==> src/rtl/cmp_evt_irq.sv <==
module cmp_evt_irq #(
  parameter int SYNC_STAGES = 2
) (
  input  logic       clk,
  input  logic       rst_n,
  input  logic       cmp_in,
  input  logic       gie,
  input  logic       wr_en,
  input  logic [7:0] wdata,
  input  logic       vec_ack,
  output logic [7:0] rdata,
  output logic       irq
);
  localparam int CHAIN = SYNC_STAGES + 1;

  logic [CHAIN-1:0] smp_q;
  logic [1:0]       sel_q;
  logic             en_q;
  logic             flag_q;
  logic             cur, prv, evt, clr;

  always_ff @(posedge clk or negedge rst_n)
    if (!rst_n) smp_q <= '0;
    else        smp_q <= {smp_q[CHAIN-2:0], cmp_in};

  assign cur = smp_q[CHAIN-2];
  assign prv = smp_q[CHAIN-1];

  always_comb begin
    unique case (sel_q)
      2'b00:   evt = cur ^ prv;
      2'b10:   evt = prv & ~cur;
      2'b11:   evt = cur & ~prv;
      default: evt = 1'b0;
    endcase
  end

  assign clr = vec_ack | (wr_en & wdata[4]);

  always_ff @(posedge clk or negedge rst_n)
    if (!rst_n) begin
      sel_q  <= 2'b00;
      en_q   <= 1'b0;
      flag_q <= 1'b0;
    end else begin
      if (wr_en) begin
        sel_q <= wdata[1:0];
        en_q  <= wdata[3];
      end
      if (evt)      flag_q <= 1'b1;
      else if (clr) flag_q <= 1'b0;
    end

  assign rdata = {2'b00, cur, flag_q, en_q, 1'b0, sel_q};
  assign irq   = flag_q & en_q & gie;
endmodule


==> config.mk <==
export PLATFORM = sky130hd
export DESIGN_NAME = cmp_evt_irq
export DESIGN_NICKNAME = d
export VERILOG_FILES = /design/src/rtl/cmp_evt_irq.sv
export SDC_FILE = /design/constraint.sdc
export NUM_CORES = 1
export LEC_CHECK = 0
export BUFFER_PORTS_ARGS = -buffer_cell sky130_fd_sc_hd__buf_4
export CELL_PAD_IN_SITES_DETAIL_PLACEMENT = 0
export CELL_PAD_IN_SITES_GLOBAL_PLACEMENT = 1
export CORE_AREA = 2 2 39 41
export CTS_CLUSTER_SIZE = 14
export DETAILED_ROUTE_END_ITERATION = 10
export DIE_AREA = 0 0 41 43
export HOLD_SLACK_MARGIN = 0.08
export PLACE_DENSITY = 0.75
export RECOVER_POWER = 25
export SLEW_MARGIN = 0
export SYNTH_ARGS = -nofsm -noshare
export SYNTH_HDL_FRONTEND = slang
export SYNTH_SLANG_ARGS = --single-unit
==> constraint.sdc <==
create_clock -name clk -period 1.65 [get_ports clk]
set_input_delay 0.2475 -clock clk [delete_from_list [all_inputs] [get_ports clk]]
set_output_delay 0.2475 -clock clk [all_outputs]
set_load 0.005 [all_outputs]
==> results.md <==
* CTS resizes at 0
* Initial DRC Count at 0
* Chip width at 41 microns
* Global-route wire length before repair at 862 microns
* Met3 usage at 2.09%
* Area delta synth->final at 38.8%
* Most common cell after layout, fill and taps aside: buf_4
* Grt total ovfl at 0
* Initial antenna violation count at 0
* Skew final at 0.000734 ns
* Drt drc at 0
* DR vias/cell at 3.93
* Routed length per instance at 8.43 microns
* RSZ-0062 raised after global routing: false
* VDD IR-drop max at 349 uV
* Hold-fix buffers at CTS at 1
* Total GRT Usage at 7.49%
* Power Dens Cells at 911 nW/um^2
* Layout fillers at 140
* Vias in the first global route at 234
* Register share of total power at 48.0%
* Pre-CTS setup slack at 0.565 ns
* Tmin final at 1.17 ns
* Clk pwr share at 36.0%
* # nets final at 61
* CP peak stage delay at 0.38 ns
* Max H-tree Level at 1
* Max-cap viol count at 0
* Synth Instances at 28
* Clock buffer depth at 2
* Met2 GRT Util at 10.0%
* Routability congestion estimate at 0.635
* Antenna Nets Post-Route at 0
* Synth Register Bits at 7
* Sequential share of the synthesized area at 53.2%
* Outcome: finished clean
* Antenna cells at 0
* Share of cells above drive strength 1 at 45.5%
* CTS tree: built
* Net Sw Power at 0.0000925 W
* CTS Buf Count at 3
* Net Sw Frac at 22.2%
* # Post-CTS Setup Buffers at 0
* HP Class: in -> reg
* Total number of vias at 236
* Rows at 14
* Root Driver: clkbuf_4
* WP data arrival at 0.92 ns
* Clock transition at path regs at 0.05 ns
* Final setup violation count at 0
* Slowest stage cell on the critical path: dfrtp_1
* DRT Pass-1 Iters at 1
* Core Area at 1380 sq um
* Internal at 0.000324 W
* Crit Path Max Fanout at 3
* Setup ws final at 0.481 ns
* CP cell instances: and3_1 > buf_4
* Final TNS setup at 0 ns
* Clk sinks at 7
* Leading cell types in the layout, fill and taps excluded: 13 x buf_4, 7 x dfrtp_1, 4 x clkbuf_4, 3 x mux2_2, 3 x conb_1
* Crit Path Class: reg -> out
* Logic gate share of total power at 16.0%
* Largest net degree at the start of global routing at 8
* Area of the die at 1760 sq um
* Io pins at 23
* Starting Density at 23.8%
* Most used routing layer: met2
* Fin. Hold Viols at 0
* Crit path required time at 1.40 ns
* Leakage at 0.233 nW
* Synth Area per Inst at 11.8 sq um
* I/O Buffers at 15
* Yosys warns at 0
* Max Fclk at 0.855 GHz
* Fin crit share at 70.9%
* CP startpoint kind: register
* Synth cell types at 13
* Final-report max-slew violation count at 0
* Post-Syn Area at 329 sq um
* Latest clock arrival within the worst-skew pair at 0.24 ns
* Final wirelength at 506 microns
* GR Util met1 at 8.58%
* CP Capture Type: output pin
* Die height at 43 microns
==> critical path: cells and delay by family (launching register included) <==
| family | cells | cell delay [ns] |
|---|---|---|
| flops | 1 | 0.38 |
| simple gates | 1 | 0.17 |
| buf+inv | 1 | 0.13 |
==> stage by stage <==
| step | util, % | hold slack, ns | power [W] | instances | instance area, sq um |
|---|---|---|---|---|---|
| after floorplan | - | -0.0481 | 0.000239 | 30 | 337 |
| after global placement | 30.7 | 0.0656 | 0.000269 | 55 | 424 |
| after detailed placement | 30.7 | 0.0671 | 0.000270 | 55 | 424 |
| after CTS | 33.3 | 0.101 | 0.000426 | 60 | 460 |
| after global routing | 33.0 | 0.122 | 0.000443 | 60 | 457 |
| final | 33.0 | 0.129 | 0.000416 | 60 | 457 |
==> power groups by stage <==
stage          Combinational [W]  Clock, W  Sequential [W]
2_1_floorplan          0.0000385         0        0.000200
3_3_place_gp           0.0000666         0        0.000202
3_5_place_dp           0.0000678         0        0.000203
4_1_cts                0.0000697  0.000157        0.000200
5_1_grt                0.0000763  0.000164        0.000202
6_report               0.0000667  0.000150        0.000200
==> area by class of cell <==
class / count / area, sq um / share of cell area [%]
Inverter: 2 / 7.51 / 1.64
Timing Repair Buffer: 16 / 119 / 26.0
Sequential cell: 7 / 175 / 38.4
Multi-Input combinational cell: 15 / 109 / 23.8
Tap cell: 16 / 20.0 / 4.38
Clock buffer: 4 / 26.3 / 5.75
==> worst paths after layout <==
path	from	end	slack, ns	cells after the start
setup reg to reg	smp_q[1]	flag_q	0.56	5
setup / recovery	flag_q	irq	0.48	2
max in group asynchronous	rst_n	en_q	0.96	2
hold / removal	cmp_in	smp_q[0]	0.13	1
hold reg to reg	smp_q[0]	smp_q[1]	0.35	0
min in group asynchronous	rst_n	smp_q[0]	0.43	2
==> sequential cells by signal (all words and copies together), names as in the netlist <==
| register | flops |
|---|---|
| smp_q | 3 |
| sel_q | 2 |
| en_q | 1 |
| flag_q | 1 |
==> cell usage after synthesis <==
cell      count  area share, %
nand2_1       1            1.1
nand3b_1      1            2.3
buf_4         6             14
nand3_1       1            1.5
o211ai_1      1            2.3
a21oi_1       1            1.5
and3_1        1            1.9
mux2_2        3             10
ha_1          2            7.6
inv_1         2            2.3
nor2_1        1            1.1
dfrtp_1       7             53
conb_1        1            1.1
==> routing by layer <==
layer  share of wire, %  up-vias  routed length (microns)
met5                  0        -                        0
met4                  0        0                        0
met3                8.9        0                       45
met2                 51        9                      258
met1                 40      112                      202
li1                   -      115                        -
==> cell families (layout without fill, tap and decap cells) <==
family / count (synthesis) / in the layout / share of synthesized area [%]
DFF: 7 / 7 / 53.2
and+or+nand+nor: 5 / 5 / 7.98
muxes: 3 / 3 / 10.3
buffers and inverters: 8 / 22 / 16.0
other: 1 / 3 / 1.14
AOI/OAI and AO/OA: 2 / 2 / 3.80
adders and majority gates: 2 / 2 / 7.60
No activity file was read; power rests on OpenSTA's default activity.
